**src/rtl/status_rb_pkg.sv**
```systemverilog
package status_rb_pkg;

    typedef struct packed {
        logic [7:0] rd_data;
        logic       tog;
        logic       busy_prev;
    } rb_state_t;

    localparam int unsigned POLL_BIT = 7;
    localparam int unsigned TOG_BIT  = 6;

endpackage

```
**src/rtl/srb_poll_gen.sv**
```systemverilog
module srb_poll_gen (
    input  logic       op_erase_i,
    input  logic [7:0] last_byte_i,
    input  logic       tog_i,
    output logic [7:0] status_o
);
    import status_rb_pkg::*;

    always_comb begin
        status_o = 8'h00;
        // Erased cells read 1, so the erase polling flag is its inverse.
        status_o[POLL_BIT] = op_erase_i ? 1'b0 : ~last_byte_i[7];
        status_o[TOG_BIT]  = tog_i;
    end
endmodule

```
**src/rtl/srb_id_gen.sv**
```systemverilog
module srb_id_gen #(
    parameter int unsigned ADDR_W      = 18,
    parameter int unsigned BOOT_BYTES  = 16384,
    parameter bit          BOOT_AT_TOP = 1'b0,
    parameter logic [7:0]  MFR_CODE    = 8'h1F,
    parameter logic [7:0]  DEV_CODE    = 8'h07
) (
    input  logic [ADDR_W-1:0] rd_addr_i,
    input  logic              lockout_i,
    output logic [7:0]        id_o
);
    localparam longint unsigned SPAN = 64'd1 << ADDR_W;

    logic [ADDR_W-1:0] base;

    generate
        if (BOOT_AT_TOP) begin : g_top
            assign base = ADDR_W'(SPAN - 64'(BOOT_BYTES));
        end else begin : g_bottom
            assign base = '0;
        end
    endgenerate

    always_comb begin
        id_o = 8'h00;
        if (rd_addr_i == base) begin
            id_o = MFR_CODE;
        end else if (rd_addr_i == base + ADDR_W'(1)) begin
            id_o = DEV_CODE;
        end else if (rd_addr_i == base + ADDR_W'(2)) begin
            id_o = {7'b0, lockout_i};
        end
    end
endmodule

```
**src/rtl/flash_status_rb.sv**
```systemverilog
module flash_status_rb #(
    parameter int unsigned ADDR_W      = 18,
    parameter int unsigned BOOT_BYTES  = 16384,
    parameter bit          BOOT_AT_TOP = 1'b0,
    parameter logic [7:0]  MFR_CODE    = 8'h1F,
    parameter logic [7:0]  DEV_CODE    = 8'h07
) (
    input  logic              clk_i,
    input  logic              rst_ni,
    input  logic              busy_i,
    input  logic              op_erase_i,
    input  logic [7:0]        last_byte_i,
    input  logic [7:0]        array_data_i,
    input  logic              rd_strobe_i,
    input  logic              id_mode_i,
    input  logic              lockout_i,
    input  logic [ADDR_W-1:0] rd_addr_i,
    output logic [7:0]        rd_data_o
);
    import status_rb_pkg::*;

    rb_state_t  st_d, st_q;
    logic       op_start;
    logic       tog_now;
    logic [7:0] status_byte;
    logic [7:0] id_byte;

    // A rising busy_i marks a new operation, which restarts the toggle.
    assign op_start = busy_i & ~st_q.busy_prev;
    assign tog_now  = op_start ? 1'b0 : st_q.tog;

    srb_poll_gen poll_i (
        .op_erase_i  (op_erase_i),
        .last_byte_i (last_byte_i),
        .tog_i       (tog_now),
        .status_o    (status_byte)
    );

    srb_id_gen #(
        .ADDR_W      (ADDR_W),
        .BOOT_BYTES  (BOOT_BYTES),
        .BOOT_AT_TOP (BOOT_AT_TOP),
        .MFR_CODE    (MFR_CODE),
        .DEV_CODE    (DEV_CODE)
    ) id_i (
        .rd_addr_i (rd_addr_i),
        .lockout_i (lockout_i),
        .id_o      (id_byte)
    );

    always_comb begin
        st_d           = st_q;
        st_d.busy_prev = busy_i;
        st_d.tog       = tog_now;
        if (rd_strobe_i) begin
            if (busy_i) begin
                st_d.rd_data = status_byte;
                st_d.tog     = ~tog_now;
            end else if (id_mode_i) begin
                st_d.rd_data = id_byte;
            end else begin
                st_d.rd_data = array_data_i;
            end
        end
    end

    always_ff @(posedge clk_i) begin
        if (!rst_ni) begin
            st_q <= '0;
        end else begin
            st_q <= st_d;
        end
    end

    assign rd_data_o = st_q.rd_data;
endmodule

```
**config.mk**
```make
export PLATFORM = sky130hd
export DESIGN_NAME = flash_status_rb
export DESIGN_NICKNAME = d
export VERILOG_FILES = /design/src/rtl/status_rb_pkg.sv /design/src/rtl/srb_poll_gen.sv /design/src/rtl/srb_id_gen.sv /design/src/rtl/flash_status_rb.sv
export SDC_FILE = /design/constraint.sdc
export NUM_CORES = 1
export LEC_CHECK = 0
export ABC_AREA = 1
export BUFFER_PORTS_ARGS = -buffer_cell sky130_fd_sc_hd__buf_4
export CORE_MARGIN = 5
export CORE_UTILIZATION = 46
export CTS_BUF_LIST = sky130_fd_sc_hd__clkbuf_4 sky130_fd_sc_hd__clkbuf_8 sky130_fd_sc_hd__clkbuf_16
export DETAILED_ROUTE_END_ITERATION = 7
export PLACE_DENSITY_LB_ADDON = 0.25
export SYNTH_ARGS = -nofsm -noshare
export SYNTH_HDL_FRONTEND = slang
export SYNTH_HIERARCHICAL = 1
export SYNTH_SLANG_ARGS = --single-unit
```
**constraint.sdc**
```tcl
create_clock -name clk_i -period 1.68 [get_ports clk_i]
set_input_delay 0.168 -clock clk_i [delete_from_list [all_inputs] [get_ports clk_i]]
set_output_delay 0.168 -clock clk_i [all_outputs]
set_load 0.03 [all_outputs]
```
==> impl_results.md, run 1 <==
- Outcome: finished, final reports clean
- Total Die Area: approximately 0.0028 mm2
- FF+latch count, synth: 10
- Post-synth EDFFs: 0
- Io pins: 49
- CP delay by family, top: flip-flops
- Gate count of the mapped netlist: about 140
- Initial antenna violation count: 0
- Clk_skew: between 0.00015 and 0.0002 ns
- Pre-Repair DR Iteration Count: 4
- Die W: about 52 um
- Via count: 826
- Max stage delay on crit path: roughly 0.34 ns
- Starting Density: 0.481
- Synth warn: 6
- Max-slew violations: 0
- Required @ worst endpoint: about 1.5 ns
- Most used DFF post-synth: dfxtp_1
- Final setup vio count: 0
- CTS tree: yes
- Core area: 0.00173 mm2
- Number of global-route vias before repair: approximately 800
- Avg Synthesized Cell Area: just over 6 um2
- Worst path arrival time: 0.77 ns
- Power per cell area: 592 mW/mm2
- Vias per cell: between 4 and 5
- Final Hold Violating Endpoints: 0
- Pin count of the biggest net entering global routing: 13
- IO Port Bufs: slightly above 40
- Top post-synthesis cells by area: dfxtp_1 24%, buf_4 18%, nand2_1 11%
- Crit path time final: between 0.9 and 1 ns
- Crit share post-route: 0.559
- Most frequent cell after synthesis: nand2_1
- RSZ-0062 raised after global routing: false
- Peak VDD IR: around 0.00060 V
- CP Cell Sequence: buf_4
- CP Class: flip-flop to primary output
- Slowest-stage cell, CP: dfxtp_1
- GRT Residual Overflow: 0
- Clock buffer depth: 2
- Post-synthesis cell type count: 17
- First-pass GRT wire length: just over 3 mm
- Number of routed nets with antenna violations: 0
- Number of diodes: 0
- CP max FO: 2
- Hold WS: 0.174 ns
- Setup TNS: 0 ns
- Setup crit end kind: primary output
- Leak: between 0.5 and 0.6 nW
- Max_cap viols: 0
- Starting DRT DRC Count: 10
- Gates resized, CTS repair: 0
- Most frequent cells after synthesis: 24 x nand2_1, 22 x inv_1, 20 x buf_4
- Worst Hold Class: input port to flip-flop
- Post-synthesis sequential area ratio: 0.241
- Detail Placement HPWL: about 1.5 mm
- Area growth, synth to finish: 24.7%
- Root buf cell: clkbuf_4
- Overall Global Routing Usage: 0.149
- Placer Congestion: 0.784
- Final instance area: 0.00104 mm2
- Routed length per instance: approximately 9.6 um
- Setup bufs post-CTS: 0
- Critical path startpoint category: flip-flop
- Synth area leader: dfxtp_1
- Drt total wl: around 1.8 mm
- CTS HTree Levels: 1
- CTS sink count: 10
- Proportion of layout cells with a drive suffix above 1: 0.311
- CP Buf/Inv Count: 1
- Num CTS Buffers: 3
- Nets: a little over 200
- Clk slew on worst S/H paths: approximately 0.070 ns
- Skew-Pair Late Insertion Delay: between 0.2 and 0.3 ns
- Ys async rst share: 0
- Die Y-Extent: between 50 and 60 um
- FMAX: 1070 MHz
- DRC: 0
- Area post-placement: between 0.001 and 0.0015 mm2
- Share of the synthesized area in the top cell type: 0.241
- Post-CTS Hold Buffers: 0
- Std cell rows: 15
- Mapped cell area: between 800 and 900 um2
-- placed cells by master (no fill, tap or decap) --
cell type  Yosys  final
inv_2          1      1
buf_4         20     41
inv_6          1      1
dfxtp_1       10     10
nand3_1        8      8
nand2_1       24     24
a21oi_1       17     17
nor2_2         4      4
clkbuf_4       0      3
inv_1         22     22
conb_1         2      9
nand2_2        1      1
o21ai_0        8      8
nor2_1        14     14
nand4_1        1      1
-- power by group --
part / switching [mW] / internal (mW) / total (mW)
sequential: 0.00804 / 0.254 / 0.262
combinational: 0.0975 / 0.0934 / 0.191
clock: 0.0776 / 0.0824 / 0.160
total: 0.183 / 0.430 / 0.613
-- registers in the layout, indices dropped and copies added (netlist names) --
register	count
rd_data_o	8
st_q	2
-- area by class of cell --
cell class                      count  area [um2]
Inverter                           24        95.1
Tap cell                           25        31.3
Clock buffer                        3        22.5
Multi-Input combinational cell     86         379
Timing Repair Buffer               41         308
Sequential cell                    10         200
Fill cell                         187         691
-- logic make-up after synthesis --
logic type	share of synthesized area
flip-flops	0.241
AND/OR/NAND/NOR	0.265
AO/OA/AOI/OAI	0.151
other	0.00904
buffers and inverters	0.334
-- per-stage QoR --
step	util	power, mW	setup WS [ns]	cells
floorplan	-	0.406	0.694	144
global placement	0.587	0.456	0.565	186
detailed placement	0.587	0.459	0.558	186
CTS	0.600	0.621	0.735	189
global route	0.600	0.663	0.637	189
finish	0.600	0.613	0.742	189
-- path summary, 6_finish.rpt --
kind | startpoint | end | slack (ns) | depth (start not counted)
setup / recovery | rd_data_o[5] | rd_data_o[5] | 0.74 | 1
hold / removal | rst_ni | st_q[0] | 0.17 | 3
setup reg to reg | st_q[1] | rd_data_o[6] | 0.86 | 4
hold reg to reg | rd_data_o[7] | rd_data_o[7] | 0.53 | 2
-- metal layers --
| metal | routed length (um) | GRT usage |
|---|---|---|
| met5 | 0 | 0 |
| met2 | 940 | 0.260 |
| met1 | 740 | 0.161 |
| met4 | 6 | 0.0383 |
| met3 | 125 | 0.0655 |
No activity file was read; power rests on OpenSTA's default activity.
==> inputs of run 2 (changes only) <==
--- a/config.mk
+++ b/config.mk
@@ -8,7 +8,7 @@
 export ABC_AREA = 1
 export BUFFER_PORTS_ARGS = -buffer_cell sky130_fd_sc_hd__buf_4
 export CORE_MARGIN = 5
-export CORE_UTILIZATION = 46
+export CORE_UTILIZATION = 38
 export CTS_BUF_LIST = sky130_fd_sc_hd__clkbuf_4 sky130_fd_sc_hd__clkbuf_8 sky130_fd_sc_hd__clkbuf_16
 export DETAILED_ROUTE_END_ITERATION = 7
 export PLACE_DENSITY_LB_ADDON = 0.25
==> constraint.sdc (replaced) <==
create_clock -name clk_i -period 0.85 [get_ports clk_i]
set_input_delay 0.085 -clock clk_i [delete_from_list [all_inputs] [get_ports clk_i]]
set_output_delay 0.085 -clock clk_i [all_outputs]
set_load 0.03 [all_outputs]
==> impl_results.md, run 2 (synthesized netlist as in run 1, its figures left out) <==
- Outcome: finished, final reports clean (unchanged)
- CTS HTree Levels: 1 (unchanged)
- Commonest non-fill, non-tap cell in the layout: buf_4 (unchanged)
- Clk_skew: 0.0000808 ns (was 0.000150 ns)
- Worst Hold Class: input port to flip-flop (unchanged)
- Root buf cell: clkbuf_4 (unchanged)
- First-pass GRT wire length: 3.13 mm (was 3.06 mm)
- Total Die Area: 0.00322 mm2 (was 0.00276 mm2)
- Final setup vio count: 0 (unchanged)
- Nets: 209 (was 207)
- Pre-Repair DR Iteration Count: 4 (unchanged)
- Crit share post-route: 0.967
- CP max FO: 2 (unchanged)
- Max-slew violations: 0 (unchanged)
- Via count: 849 (was 826)
- Setup TNS: 0 ns (unchanged)
- Number of routed nets with antenna violations: 0 (unchanged)
- R2r endpoint: rd_data_o[6] (unchanged)
- Peak VDD IR: 0.000526 V (was 0.000602 V)
- Post-CTS Hold Buffers: 0 (unchanged)
- CP Class: flip-flop to primary output (unchanged)
- Power per cell area: 1180 mW/mm2 (was 592 mW/mm2)
- Detail Placement HPWL: 1.61 mm (was 1.46 mm)
- GRT Residual Overflow: 0 (unchanged)
- FF-to-FF setup slack: 0.04 ns (was 0.86 ns)
- Initial antenna violation count: 0 (unchanged)
- Number of diodes: 0 (unchanged)
- Critical path startpoint category: flip-flop (unchanged)
- Tot Pwr: 1.39 mW (was 0.613 mW)
- Final worst slack: 0.0279 ns (was 0.742 ns)
- Clock buffer depth: 2 (unchanged)
- FMAX: between 1000 and 1500 MHz
- Slowest-stage cell, CP: dfxtp_2 (was dfxtp_1)
- Starting Density: 0.387 (was 0.481)
- CP Launch Point: rd_data_o[1] (was rd_data_o[5])
- Area growth, synth to finish: 42.0% (was 24.7%)
- Required @ worst endpoint: 0.76 ns (was 1.51 ns)
- CTS sink count: 10 (unchanged)
- IO Port Bufs: 41 (unchanged)
- Overall Global Routing Usage: 0.120 (was 0.149)
- RSZ-0062 raised after global routing: true (was false)
- Die W: 56.8 um (was 52.5 um)
- Reg2Reg Launch Point: st_q[0] (was st_q[1])
- Setup crit end kind: primary output (unchanged)
- Worst path arrival time: 0.74 ns (was 0.77 ns)
- Max stage delay on crit path: 0.35 ns (was 0.34 ns)
- Pin count of the biggest net entering global routing: 13 (unchanged)
- Core area: 0.00215 mm2 (was 0.00173 mm2)
- Std cell rows: 17 (was 15)
- Commonest non-fill, non-tap cells in the layout: 31 x buf_4, 22 x inv_1, 21 x nand2_1 (was 41 x buf_4, 24 x nand2_1, 22 x inv_1)
- Crit path depth: 1 (unchanged)
- Crit path capture: rd_data_o[1] (was rd_data_o[5])
- Crit path time final: 0.822 ns
- Clk slew on worst S/H paths: 0.07 ns (about the same)
- Vias per cell: 4.35 (was 4.37)
- CP delay by family, top: flip-flops (unchanged)
- Number of global-route vias before repair: 784 (was 788)
- Max reg flops: 8 (unchanged)
- Io pins: 49 (unchanged)
- Worst r2r path cells: 4 (unchanged)
- Leak: 0.591 nW (was 0.554 nW)
- Num CTS Buffers: 3 (unchanged)
- Final Hold Violating Endpoints: 0 (unchanged)
- Pre-CTS setup slack: -0.217 ns (was 0.558 ns)
- DRC: 0 (unchanged)
- CP Buf/Inv Count: 1 (unchanged)
- Die Y-Extent: 56.8 um (was 52.5 um)
- Max_cap viols: 0 (unchanged)
- Drt total wl: 1.99 mm (was 1.81 mm)
- Starting DRT DRC Count: 2 (was 10)
- CTS tree: yes (unchanged)
- Skew-Pair Late Insertion Delay: 0.26 ns (was 0.25 ns)
- Routed length per instance: 10.2 um (was 9.59 um)
- Hold WS: 0.0793 ns (was 0.174 ns)
- Proportion of layout cells with a drive suffix above 1: 0.455 (was 0.311)
- Placer Congestion: 0.729 (was 0.784)
- CP Cell Sequence: buf_6 (was buf_4)
## run 2: how the worst min path moves through the flow
stage                     slack, ns  depth (start not counted)    from  endpoint
after CTS                      0.08                          3  rst_ni   st_q[0]
final                          0.08                          3  rst_ni   st_q[0]
after floorplan                0.29                          3  busy_i   st_q[0]
after global placement         0.35                          3  rst_ni   st_q[0]
after global routing           0.10                          3  rst_ni   st_q[0]
after detailed placement       0.36                          3  rst_ni   st_q[0]
## run 2: area by class of cell
| type | count | area, um2 |
|---|---|---|
| fillers | 208 | 968 |
| multi-input cells | 86 | 435 |
| repair buffers | 43 | 368 |
| flip-flops and latches | 10 | 210 |
| inverters | 24 | 95.1 |
| clock buffers | 4 | 36.3 |
| well taps | 28 | 35.0 |
## run 2: power breakdown
group	internal (mW)	leakage (nW)	switching, mW	total (mW)
Sequential	0.507	0.0854	0.0221	0.529
Combinational	0.220	0.485	0.213	0.433
Clock	0.260	0.0210	0.165	0.425
Total	0.987	0.591	0.400	1.39
## run 2: repair_timing
item | in CTS | in global routing
gates resized for setup | 4 | 33
pin swaps | 0 | 17
endpoints found under the setup margin | 2 | 11
cloned | 0 | 0
buffers inserted | 0 | 1
## run 2: through the flow
| step | util | instances | cell area [um2] |
|---|---|---|---|
| after floorplan | - | 144 | 857 |
| after global placement | 0.477 | 190 | 1020 |
| after detailed placement | 0.477 | 190 | 1020 |
| after CTS | 0.499 | 194 | 1070 |
| after global routing | 0.549 | 195 | 1180 |
| final | 0.549 | 195 | 1180 |
## run 2: per-layer routing
| metal | share of wire | vias up | track usage |
|---|---|---|---|
| met5 | 0 | - | 0 |
| met4 | 0 | 0 | 0.0596 |
| met3 | 0.059 | 0 | 0.0276 |
| met2 | 0.56 | 28 | 0.210 |
| met1 | 0.39 | 371 | 0.136 |
| li1 | - | 450 | - |
